===== src/rtl/adc_inj_pkg.sv =====
package adc_inj_pkg;

  localparam int MAX_RANKS = 4;
  localparam int RANK_W    = $clog2(MAX_RANKS);

  typedef enum logic [1:0] {
    ST_IDLE  = 2'd0,
    ST_START = 2'd1,
    ST_BUSY  = 2'd2
  } seqState_t;

  // strobes from control to datapath
  typedef struct packed {
    logic              wr;
    logic [RANK_W-1:0] rank;
  } dpStrobe_t;

  // processing clocks added to the sample time, per resolution code
  function automatic logic [3:0] procCycles(input logic [1:0] res);
    case (res)
      2'd0:    return 4'd12;
      2'd1:    return 4'd11;
      2'd2:    return 4'd9;
      default: return 4'd7;
    endcase
  endfunction

endpackage


===== src/rtl/adc_inj_ctrl.sv =====
module adc_inj_ctrl
  import adc_inj_pkg::*;
#(
  parameter int TRIG_N      = 16,
  parameter int SEL_W       = 4,
  parameter int LEN_W       = 3,
  parameter int SRC_LOW_MAX = 10,
  parameter int SRC_ALT     = 15
) (
  input  logic             clk,
  input  logic             rstN,
  input  logic             adcEnable,
  input  logic             cfgWr,
  input  logic             cfgSwMode,
  input  logic [SEL_W-1:0] cfgTrigSrc,
  input  logic [1:0]       trigEdge,
  input  logic [TRIG_N-1:0] extTrig,
  input  logic             swStart,
  input  logic             regDone,
  input  logic             scanEn,
  input  logic             discEn,
  input  logic             contEn,
  input  logic             autoEn,
  input  logic [LEN_W-1:0] seqLen,
  input  logic             convDone,
  output logic             convStart,
  output logic             eos,
  output dpStrobe_t        strb
);

  seqState_t         state;
  logic [RANK_W-1:0] ptr;
  logic              swMode;
  logic [SEL_W-1:0]  trigSrc;
  logic [TRIG_N-1:0] prevTrig;

  // trigger configuration, frozen while the converter is enabled
  always_ff @(posedge clk or negedge rstN) begin
    if (!rstN) begin
      swMode  <= 1'b1;
      trigSrc <= '0;
    end else if (cfgWr && !adcEnable) begin
      swMode  <= cfgSwMode;
      trigSrc <= cfgTrigSrc;
    end
  end

  always_ff @(posedge clk or negedge rstN) begin
    if (!rstN) prevTrig <= '0;
    else       prevTrig <= extTrig;
  end

  logic curLine, oldLine, srcValid, extEdge;
  logic discEff, autoEff, lenOk, trigHit, go, isLast;
  logic [RANK_W-1:0] lastIdx;

  always_comb begin
    curLine  = extTrig[trigSrc];
    oldLine  = prevTrig[trigSrc];
    srcValid = (trigSrc <= SEL_W'(SRC_LOW_MAX)) || (trigSrc == SEL_W'(SRC_ALT));
    extEdge  = srcValid && ((trigEdge[0] && curLine && !oldLine) ||
                            (trigEdge[1] && !curLine && oldLine));
    discEff  = discEn && scanEn && !contEn;
    autoEff  = autoEn && swMode && !discEn;
    lenOk    = (seqLen != '0) && (seqLen <= LEN_W'(MAX_RANKS));
    lastIdx  = scanEn ? RANK_W'(seqLen - 1'b1) : '0;
    trigHit  = swMode ? (swStart || (autoEff && regDone)) : extEdge;
    go       = (state == ST_IDLE) && adcEnable && lenOk && trigHit;
    isLast   = (ptr >= lastIdx);
  end

  always_ff @(posedge clk or negedge rstN) begin
    if (!rstN) begin
      state <= ST_IDLE;
      ptr   <= '0;
      eos   <= 1'b0;
    end else begin
      eos <= 1'b0;
      if (!adcEnable) begin
        state <= ST_IDLE;
        ptr   <= '0;
      end else begin
        case (state)
          ST_IDLE:  if (go) state <= ST_START;
          ST_START: state <= ST_BUSY;
          ST_BUSY: begin
            if (convDone) begin
              if (isLast) begin
                eos   <= 1'b1;
                ptr   <= '0;
                state <= ST_IDLE;
              end else begin
                ptr   <= ptr + 1'b1;
                state <= discEff ? ST_IDLE : ST_START;
              end
            end
          end
          default: state <= ST_IDLE;
        endcase
      end
    end
  end

  assign convStart = (state == ST_START);
  assign strb.wr   = (state == ST_BUSY) && convDone && adcEnable;
  assign strb.rank = ptr;

  // end-of-sequence never lasts two cycles
  p_eos_single_r12: assert property (@(posedge clk) disable iff (!rstN)
    eos |=> !eos);

  // conversion request is a single-cycle pulse
  p_start_single_r14: assert property (@(posedge clk) disable iff (!rstN)
    convStart |=> !convStart);

  // trigger configuration cannot move while enabled
  p_src_locked_r8: assert property (@(posedge clk) disable iff (!rstN)
    $past(adcEnable) |-> ($stable(trigSrc) && $stable(swMode)));

  // a new request only follows idle or a completed rank
  p_start_from_idle_r13: assert property (@(posedge clk) disable iff (!rstN)
    $rose(convStart) |-> ($past(state) != ST_BUSY || $past(convDone)));

endmodule


===== src/rtl/adc_inj_dp.sv =====
module adc_inj_dp
  import adc_inj_pkg::*;
#(
  parameter int CHAN_W = 5,
  parameter int SMP_W  = 9,
  parameter int RAW_W  = 12,
  localparam int CYC_W = SMP_W + 1,
  localparam int RES_W = RAW_W + 1
) (
  input  logic                        clk,
  input  logic                        rstN,
  input  dpStrobe_t                   strb,
  input  logic [1:0]                  resSel,
  input  logic [MAX_RANKS*CHAN_W-1:0] rankChan,
  input  logic [MAX_RANKS*SMP_W-1:0]  rankSmp,
  input  logic [MAX_RANKS*RAW_W-1:0]  rankOfs,
  input  logic [RAW_W-1:0]            convRaw,
  output logic [CHAN_W-1:0]           convChan,
  output logic [CYC_W-1:0]            convCycles,
  output logic [MAX_RANKS*RES_W-1:0]  rankData
);

  logic [CHAN_W-1:0] chanArr [MAX_RANKS];
  logic [SMP_W-1:0]  smpArr  [MAX_RANKS];
  logic [RAW_W-1:0]  ofsArr  [MAX_RANKS];

  logic [RAW_W-1:0] resMask, rawM, ofsM;
  logic [RES_W-1:0] diffVal;

  always_comb begin
    resMask    = {RAW_W{1'b1}} >> (2 * resSel);
    rawM       = convRaw & resMask;
    ofsM       = ofsArr[strb.rank] & resMask;
    diffVal    = {1'b0, rawM} - {1'b0, ofsM};
    convChan   = chanArr[strb.rank];
    convCycles = CYC_W'(smpArr[strb.rank]) + CYC_W'(procCycles(resSel));
  end

  for (genvar g = 0; g < MAX_RANKS; g++) begin : g_rank
    logic [RES_W-1:0] dataReg;

    assign chanArr[g] = rankChan[g*CHAN_W +: CHAN_W];
    assign smpArr[g]  = rankSmp[g*SMP_W +: SMP_W];
    assign ofsArr[g]  = rankOfs[g*RAW_W +: RAW_W];

    always_ff @(posedge clk or negedge rstN) begin
      if (!rstN)                                        dataReg <= '0;
      else if (strb.wr && strb.rank == RANK_W'(g))      dataReg <= diffVal;
    end

    assign rankData[g*RES_W +: RES_W] = dataReg;
  end

  // results move only on a write strobe
  p_data_hold_r9: assert property (@(posedge clk) disable iff (!rstN)
    !strb.wr |=> $stable(rankData));

endmodule


===== src/rtl/adc_inj_seq.sv =====
module adc_inj_seq
  import adc_inj_pkg::*;
#(
  parameter int TRIG_N = 16,
  parameter int SEL_W  = 4,
  parameter int LEN_W  = 3,
  parameter int CHAN_W = 5,
  parameter int SMP_W  = 9,
  parameter int RAW_W  = 12,
  localparam int CYC_W = SMP_W + 1,
  localparam int RES_W = RAW_W + 1
) (
  input  logic                        clk,
  input  logic                        rstN,
  input  logic                        adcEnable,
  input  logic                        cfgWr,
  input  logic                        cfgSwMode,
  input  logic [SEL_W-1:0]            cfgTrigSrc,
  input  logic [1:0]                  trigEdge,
  input  logic [TRIG_N-1:0]           extTrig,
  input  logic                        swStart,
  input  logic                        regDone,
  input  logic                        scanEn,
  input  logic                        discEn,
  input  logic                        contEn,
  input  logic                        autoEn,
  input  logic [LEN_W-1:0]            seqLen,
  input  logic [1:0]                  resSel,
  input  logic [MAX_RANKS*CHAN_W-1:0] rankChan,
  input  logic [MAX_RANKS*SMP_W-1:0]  rankSmp,
  input  logic [MAX_RANKS*RAW_W-1:0]  rankOfs,
  output logic                        convStart,
  output logic [CHAN_W-1:0]           convChan,
  output logic [CYC_W-1:0]            convCycles,
  input  logic                        convDone,
  input  logic [RAW_W-1:0]            convRaw,
  output logic [MAX_RANKS*RES_W-1:0]  rankData,
  output logic                        eos
);

  dpStrobe_t dpStrb;

  adc_inj_ctrl #(
    .TRIG_N(TRIG_N), .SEL_W(SEL_W), .LEN_W(LEN_W)
  ) u_ctrl (
    .clk(clk), .rstN(rstN), .adcEnable(adcEnable),
    .cfgWr(cfgWr), .cfgSwMode(cfgSwMode), .cfgTrigSrc(cfgTrigSrc),
    .trigEdge(trigEdge), .extTrig(extTrig), .swStart(swStart),
    .regDone(regDone), .scanEn(scanEn), .discEn(discEn),
    .contEn(contEn), .autoEn(autoEn), .seqLen(seqLen),
    .convDone(convDone), .convStart(convStart), .eos(eos), .strb(dpStrb)
  );

  adc_inj_dp #(
    .CHAN_W(CHAN_W), .SMP_W(SMP_W), .RAW_W(RAW_W)
  ) u_dp (
    .clk(clk), .rstN(rstN), .strb(dpStrb), .resSel(resSel),
    .rankChan(rankChan), .rankSmp(rankSmp), .rankOfs(rankOfs),
    .convRaw(convRaw), .convChan(convChan), .convCycles(convCycles),
    .rankData(rankData)
  );

  // end of sequence only right after a result write
  p_eos_after_write_r12: assert property (@(posedge clk) disable iff (!rstN)
    eos |-> $past(dpStrb.wr));

endmodule


===== config.mk =====
export PLATFORM = sky130hd
export DESIGN_NAME = adc_inj_seq
export DESIGN_NICKNAME = d
export VERILOG_FILES = /design/src/rtl/adc_inj_pkg.sv /design/src/rtl/adc_inj_ctrl.sv /design/src/rtl/adc_inj_dp.sv /design/src/rtl/adc_inj_seq.sv
export SDC_FILE = /design/constraint.sdc
export NUM_CORES = 1
export LEC_CHECK = 0
export ABC_AREA = 1
export ABC_CLOCK_PERIOD_IN_PS = 2900
export BUFFER_PORTS_ARGS = -buffer_cell sky130_fd_sc_hd__buf_2
export CAP_MARGIN = 15
export CORE_ASPECT_RATIO = 1.25
export CORE_MARGIN = 5
export CORE_UTILIZATION = 24
export CTS_CLUSTER_DIAMETER = 80
export CTS_CLUSTER_SIZE = 24
export DETAILED_ROUTE_END_ITERATION = 10
export SYNTH_ARGS = -nofsm -noshare
export SYNTH_HDL_FRONTEND = slang
export SYNTH_SLANG_ARGS = --single-unit

===== constraint.sdc =====
create_clock -name clk -period 2.9 [get_ports clk]
set_input_delay 0.58 -clock clk [delete_from_list [all_inputs] [get_ports clk]]
set_output_delay 0.58 -clock clk [all_outputs]
set_load 0.02 [all_outputs]

* Word-level counts from Yosys, hierarchy flattened
Index checks and enable logic that the tools add are counted.
** Operators by class
- Shifts and indexed selects :: 1
- Reductions and logical operators :: 35
- Mux-type cells :: 30
- Eq/ne operators :: 12
- Bitwise operators :: 3
- Add/sub/neg operators :: 4
- $lt $le $gt $ge :: 5
** Operator list (number)
- 12-bit bitwise AND :: 2
- 12-bit binary-select mux with 2-bit select :: 1
- 12-bit two-way mux :: 2
- 1-bit logical AND :: 21
- 9-bit binary-select mux with 2-bit select :: 1
- 2-bit two-way mux :: 9
- 9-bit two-way mux :: 2
- 12-bit by 12-bit subtractor with 13-bit output :: 1
- 4-bit one-hot mux with 3 select lines :: 1
- 12-bit by 3-bit right shift with 12-bit output (first input constant) :: 1
- 9-bit by 4-bit adder with 10-bit output :: 1
- 5-bit binary-select mux with 2-bit select :: 1
- 5-bit two-way mux :: 2
- 1-bit binary-select mux with 4-bit select :: 2
- 2-bit == test (second input constant) :: 4
- 1-bit two-way mux :: 8
- 2-bit by 1-bit == test with 1-bit output (second input constant) :: 3
- 2-bit zero test :: 3
- 2-bit one-hot mux with 3 select lines :: 1
- 1-bit zero test :: 5
- 4-bit by 5-bit less-than comparator with 1-bit output (second input constant) :: 1
- 4-bit == test (second input constant) :: 1
- 4-bit less-or-equal comparator (second input constant) :: 1
- 2-bit by 1-bit != test with 1-bit output (second input constant) :: 2
- other kinds (11) :: 14
** Storage, ports and cells
- Register bits :: 78
- Bits of input ports :: 155
- Logic and storage cells :: 100

* Longest topological paths before layout
Gate-level depths: netlist (run 1).
- Word-level depth :: 12
- Depth in mapped cells :: 18
- Depth with buffers taken out :: 15

* Hierarchy
From an unflattened synthesis (run 1), not the netlist that was laid out.
** Unflattened totals
- Cells, all modules :: 707
- Area total of the unflattened synthesis :: 4977.3 sq um
** Modules (own cells, without submodules)
- adc_inj_dp :: area an instance 3584.7 sq um, cells an instance 519, instances 1
- adc_inj_ctrl :: area an instance 1392.6 sq um, cells an instance 188, instances 1

* Worst setup path before layout (run 1)
OpenSTA, ideal clock, no wires.
- Path kind :: flip-flop to output port
- Start point :: reg u_ctrl.ptr[0]
- End point :: out convCycles[8]
- Setup slack :: -224 ps
- Data required time :: 2320 ps
- Arrival time :: 2544 ps
- Buffers on the path :: 3
- Cell stages (with the launch flop) :: 13
- Path through :: dfrtp_1 -> buf_6 -> clkinv_2 -> buf_2 -> buf_1 -> nor2_1 -> o22ai_1 -> ha_1 -> fa_1 -> a31oi_1 -> nor2_1 -> nand4_1 -> xor2_1
** On the way
- Cells in the longest elaborated chain, start to end :: 5
** Ends and longest elaborated chain
- start: declaration :: RTL line adc_inj_ctrl.sv:32 : logic [RANK_W-1:0] ptr;
- start signal: assignment :: RTL line adc_inj_ctrl.sv:93 : ptr <= ptr + 1'b1;
- 2-bit inverter with 3-bit output (not written as such) :: RTL line adc_inj_dp.sv:36 : convCycles = CYC_W'(smpArr[strb.rank]) + CYC_W'(procCycles(resSel));
- 9-bit binary-select mux with 2-bit select :: RTL line adc_inj_dp.sv:36
- 9-bit two-way mux (not written as such) (2 in a row) :: RTL line adc_inj_dp.sv:36
- 9-bit by 4-bit adder with 10-bit output :: RTL line adc_inj_dp.sv:36
- end: declaration :: RTL line adc_inj_seq.sv:34 : output logic [CYC_W-1:0] convCycles,
No other way between the ends. The select of a mux whose other input is x is not followed.

* Worst setup path in the final report (run 1)
Same ends and word-level chain as after synthesis.

==> impl_metrics.yaml, run 1 <==
grt:
  grt_use_total_pct: 14.9
  antenna_found_initial: 1
  grt_pass1_vias: 5536
  grt_overflow: 0
  grt_max_degree: 29
  grt_pass1_wl_um: 27500
floorplan:
  rows: 58
  start_util_pct: 24.3
  die_y_um: 170
  design.core.area_um2: 20200
  dieArea_um2: 23400
  die_w_um: 138
  ios: 224
timing:
  drv_slew: 0
  maxSlewHeadroom_pct: 49.4
  whs_ns: 0.162
  min_period_over_period_pct: 107
  final.setup.tns_ns: -0.875
  fin_ws_ns: -0.201
  finalSetupViolCount: 6
  period_needed_ns: 3.10
  max_freq_mhz: 323
  clock_skew_ns: 0.00916
  hold_viol_final: 0
  tightest_slew_ns: 0.758
  rsz0062_at_grt: "yes"
final_layout:
  utilization_pct: 36.4
  postLayoutCellArea_um2: 7340
  fin_nets: 1115
  area_delta_synth_final_pct: 49.4
  instances_no_fill: 1208
  drive_gt1_share_pct: 38.5
critical_path:
  worstSetupPathType: "reg2out"
  path_max_fanout: 6
  crit_family: "flip-flops"
  path_cells: "buf_6 > o21ai_1 > o22ai_1 > buf_4 > ha_4 > nand2_1 > nand2_1 > a31oi_4 > nor2_2 > nand4_1 > xor2_2 > buf_6"
  cp.required_ns: 2.32
  endpoint_kind: "primary output"
  max_stage_delay_ns: 0.49
  startpoint_type: "register"
  cp.arrival_ns: 2.52
  slowest_stage: "dfrtp_2"
  critPathBufInv: 3
logic_synthesis:
  avgSynthCellArea_um2: 7.40
  synth_top_family_by_area: "simple AND/OR/NAND/NOR gates"
  synth-adder-area-share_pct: 7.44
  synth_compound_area_share_pct: 17.1
  synth_xor_area_share_pct: 2.50
  ys_seq_area_share_pct: 39.8
  synthMuxAreaShare_pct: 0
  synth_fp_nets: 847
  yosysTopAreaCellShare_pct: 39.2
  yosys-top-cells-area: "dfrtp_1, nand2_1, o21ai_0"
  synth_area_um2: 4910
  yosysUniqueCellTypes: 40
  syn_inst: 664
  yosys.area.top_type: "dfrtp_1"
  ys_warn_count: 0
  ys_ff_latch: 78
  synth-simple-area-share_pct: 24.8
outcome:
  violations: "negative setup slack"
  status: "finished, violations left"
drt:
  wirelength_um: 17900
  drtIter0Drc: 182
  vias: 5362
  drc: 0
  ant_nets: 0
  firstDrtPassIters: 4
  wl_per_cell_um: 14.8
  routed_via_density: 4.44
placement:
  dp_hpwl_um: 14500
  dp.cells: 1180
  io_buffers: 223
  gp_congestion: 0.932
  post-place-ws_ns: -0.182
  placedInstanceArea_um2: 6640
clock_tree:
  clock-sinks: 78
  path_clk_slew_ns: 0.06
  cts_buffers: 9
  holdBufCountCts: 0
  cts_tree: "yes"
  clk_latency_ns: 0.33
  cts.path.max_buffers: 2
  cts_max_level: 3
  root_buffer: "clkbuf_16"
worst_hold_path:
  min_path_type: "in2async"
power:
  vdd.ir_drop.worst_uv: 222
  power_density_nw_per_um2: 472
  finalPower_mw: 3.47
  p_leak_nw: 4.00
run:
  maxCapViolations: 0
## layer usage
| metal | routed length [um] | track usage (%) | vias to the layer above |
|---|---|---|---|
| met2 | 9290 | 26.8 | 184 |
| met1 | 6980 | 16.9 | 2439 |
| met3 | 976 | 2.51 | 33 |
| met4 | 668 | 7.26 | 0 |
| li1 | - | - | 2706 |
| met5 | 0 | 0 | - |
## worst register-to-register path: cells and delay by family (launching register included)
kind,cells,cell delay (ns)
simple gates,8,0.94
buf+inv,5,0.62
flops,1,0.49
fa+ha+maj,1,0.37
compound gates,1,0.19
## what timing repair did
action / CTS / global route
endpoints found under the setup margin: 10 / 45
gates cloned: 1 / 1
pin swaps: 5 / 13
resized for setup: 25 / 59
setup buffers: 5 / 7
## flip-flops by register name (all words and copies together), names as in the netlist
| name | flops |
|---|---|
| u_ctrl.eos | 1 |
| u_ctrl.swMode | 1 |
| u_ctrl.state | 2 |
| u_ctrl.trigSrc | 4 |
| u_dp.g_rank.dataReg | 52 |
| u_ctrl.ptr | 2 |
| u_ctrl.prevTrig | 16 |
## report_power, final
part | switching (mW) | internal (mW)
Combinational | 0.675 | 0.481
Sequential | 0.0724 | 1.21
Clock | 0.435 | 0.597
Total | 1.18 | 2.28
## layout make-up
cell class | count | area (um2)
clock buffer | 10 | 239
inverter | 67 | 262
multi-input combinational | 491 | 2810
timing repair buffer | 284 | 1690
clock inverter | 6 | 37.5
tap | 270 | 338
sequential | 78 | 1950
fill | 2180 | 12800
timing repair inverter | 1 | 6.26
antenna | 1 | 2.50
## synthesized netlist by cell type (all sizes together)
master  instances
a32o            7
o21a            1
nand2         183
clkinv          1
or2             3
a31oi           4
a221oi          1
buf            18
xor2            9
a32oi           1
xnor2           5
a21o            1
clkbuf         10
fa              2
o21ai          86
nor3            3
inv            66
nor2           74
ha             26
nand3          31
dfstp           1
dfrtp          77
a21oi          25
o22ai          19
o21bai          3
nand3b          2
nand4           5
## path summary, 6_finish.rpt
| kind | startpoint | end | slack, ns | cells after the start |
|---|---|---|---|---|
| worst max-delay path | u_ctrl.ptr[0] | convCycles[8] | -0.20 | 12 |
| worst min-delay path | rstN | u_ctrl.prevTrig[10] | 0.16 | 1 |
| worst max register to register | u_ctrl.ptr[0] | u_dp.g_rank[2].dataReg[11] | 0.18 | 15 |
| worst min register to register | u_dp.g_rank[2].dataReg[11] | u_dp.g_rank[2].dataReg[11] | 0.47 | 2 |
| max in group asynchronous | rstN | u_ctrl.swMode | 2.11 | 2 |
| min in group clk | extTrig[2] | u_ctrl.prevTrig[2] | 0.37 | 1 |
## cells by family (layout without fill, tap and decap cells)
family	count (synthesis)	count (layout)
XOR/XNOR	14	14
AND/OR/NAND/NOR	301	301
AO/OA/AOI/OAI	148	148
other	0	1
buffers and inverters	95	368
flip-flops	78	78
adder cells (fa/ha/maj)	28	28
## cell usage in the layout (no fill, tap or decap), types with 2 or more instances in the layout
cell / instances
clkbuf_16: 10
dfrtp_1: 76
o21ai_2: 3
a21oi_2: 6
nand4_1: 5
buf_6: 10
a21oi_1: 19
nor2_1: 60
o22ai_1: 17
clkinvlp_4: 3
a32o_1: 7
ha_4: 3
o21bai_1: 2
xor2_2: 3
inv_1: 59
nand2_2: 3
xor2_1: 5
xnor2_1: 5
inv_2: 6
buf_4: 56
nand3_2: 2
or2_2: 2
clkinv_2: 3
nor2_2: 9
o22ai_4: 2
o21ai_1: 12
fa_2: 2
nand3_1: 29
nand3b_1: 2
buf_2: 214
ha_2: 2
nand2_1: 180
o21ai_0: 68
o21ai_4: 3
nor2_4: 5
ha_1: 21
buf_12: 3
nor3_2: 2
a31oi_1: 3
(Power assumes the default switching activity.)
==> inputs of run 2 (changes only) <==
- SETUP_SLACK_MARGIN: not set -> 0.4
==> run 2 against run 1 <==
  * The flow still finishes with violations (negative setup slack)
  * Design area grew 3.9%
  * Maximum frequency grew 1.1%
  * Critical endpoint unchanged
  * Core utilization grew 1.4 points
  * Critical path type unchanged
==> impl_metrics.yaml, run 2 (same netlist as run 1, synthesis figures left out) <==
worst_hold_path:
  min_path_type: "in2async"
grt:
  antenna_found_initial: 2
  grt_max_degree: 57
  grt_overflow: 0
  grt_pass1_wl_um: 26900
  grt_pass1_vias: 5415
  grt_use_total_pct: 14.6
floorplan:
  die_w_um: 138
  rows: 58
  start_util_pct: 24.3
  dieArea_um2: 23400
  die_y_um: 170
  ios: 224
  design.core.area_um2: 20200
drt:
  routed_via_density: 4.48
  ant_nets: 0
  routed.top_layer: "met5"
  wl_met3_um: 950
  vias: 5424
  firstDrtPassIters: 4
  drtIter0Drc: 150
  wl_per_cell_um: 15.0
  drc: 0
  detailroute.wirelength.met2_um: 9320
  wl_met1_um: 7330
  wirelength_um: 18100
final_layout:
  largest_reg_flops: 52
  instances_no_fill: 1210
  fillers: 2155
  top_register: "u_dp.g_rank.dataReg"
  final_common_cell: "buf_2"
  layout_common_cells: "buf_2, nand2_1, dfrtp_1, o21ai_0, nor2_1"
  multiInputGateArea_um2: 2950
  fin_nets: 1118
  regArea_um2: 1960
  area_delta_synth_final_pct: 55.1
  top_regs: "u_dp.g_rank.dataReg: 52 flops, u_ctrl.prevTrig: 16 flops, u_ctrl.trigSrc: 4 flops"
  drive_gt1_share_pct: 40.8
placement:
  gp_congestion: 0.841
  io_buffers: 223
  dp.cells: 1163
  dp_hpwl_um: 13500
clock_tree:
  cts_tree: "yes"
  clk_latency_ns: 0.33
  root_buffer: "clkbuf_16"
  cts_buffers: 9
  path_clk_slew_ns: 0.06
  clock-sinks: 78
  cts.path.max_buffers: 2
  cts_max_level: 3
power:
  power_density_nw_per_um2: 456
  vdd.ir_drop.worst_uv: 300
  p_leak_nw: 4.10
critical_path:
  path_max_fanout: 6
  rr_endpoint: "u_dp.g_rank[0].dataReg[12]"
  cp.required_ns: 2.32
  worstSetupPathType: "reg2out"
  cp.arrival_ns: 2.49
  worst_r2r_path_depth: 15
  endpoint_kind: "primary output"
  r2r-start: "u_ctrl.ptr[0]"
  startpoint_type: "register"
  rrSetupSlack_ns: 0.05
timing:
  drv_slew: 0
  finalSetupViolCount: 7
  fin_ws_ns: -0.167
  max_freq_mhz: 326
  rsz0062_at_grt: "yes"
  min_period_over_period_pct: 106
  tightest_slew_ns: 0.818
  final.setup.tns_ns: -0.631
  clock_skew_ns: 0.00804
  period_needed_ns: 3.07
  maxSlewHeadroom_pct: 45.3
  hold_viol_final: 0
run:
  maxCapViolations: 0
outcome:
  violations: "negative setup slack"
  status: "finished, violations left"
==> run 2: area by class of cell <==
cell class	count	share of cell area, %
multi-input cells	491	38.7
clock buffers	9	2.96
well taps	270	4.43
diodes	1	0.0328
clock inverters	6	0.525
flip-flops and latches	78	25.7
repair buffers	287	24.1
repair inverters	1	0.0821
inverters	67	3.46
==> run 2: worst max-delay path, stage by stage (launching register included) <==
cell and delay, ns:
dfrtp_2 0.49, buf_6 0.17, o21ai_2 0.12, o22ai_2 0.10, ha_2 0.19, fa_2 0.37
a31oi_4 0.17, nor2_2 0.07, nand4_1 0.15, xor2_2 0.17, buf_6 0.14
==> run 2: repair_timing <==
action                                  4_1_cts  5_1_grt
buffers inserted                             16        9
hold buffers                                  0        0
endpoints found under the setup margin       50       54
cloned                                        3        3
pin swaps                                    15       21
resized for setup                            59       50
==> run 2: layer usage <==
layer	vias to the layer above	GRT usage [%]
met4	2	4.60
met3	33	2.78
li1	2708	-
met2	175	26.9
met1	2506	17.0
met5	-	0
==> run 2: report_power, final <==
| part | total [mW] | switching [mW] | internal (mW) |
|---|---|---|---|
| Clock | 1.01 | 0.435 | 0.572 |
| Combinational | 1.19 | 0.684 | 0.504 |
| Sequential | 1.28 | 0.0740 | 1.21 |
==> run 2: metrics by stage <==
stage | hold WS [ns] | area [um2] | power, mW | setup WS [ns] | util [%]
floorplan | 0.284 | 5020 | 1.90 | 0.0512 | -
global placement | 0.458 | 6560 | 2.33 | -0.173 | 32.5
detailed placement | 0.461 | 6560 | 2.35 | -0.197 | 32.5
CTS | 0.331 | 7270 | 3.45 | -0.194 | 36.1
global route | 0.353 | 7620 | 3.69 | -0.277 | 37.8
finish | 0.286 | 7620 | 3.48 | -0.167 | 37.8
==> run 2: worst max-delay path by stage <==
stage / endpoint / cells after the start / start
global placement: convCycles[9] / 13 / resSel[0]
CTS: convCycles[8] / 10 / u_ctrl.ptr[0]
global route: convCycles[8] / 10 / u_ctrl.ptr[0]
finish: convCycles[8] / 10 / u_ctrl.ptr[0]
floorplan: convCycles[7] / 14 / u_ctrl.ptr[0]
detailed placement: convCycles[9] / 13 / resSel[0]
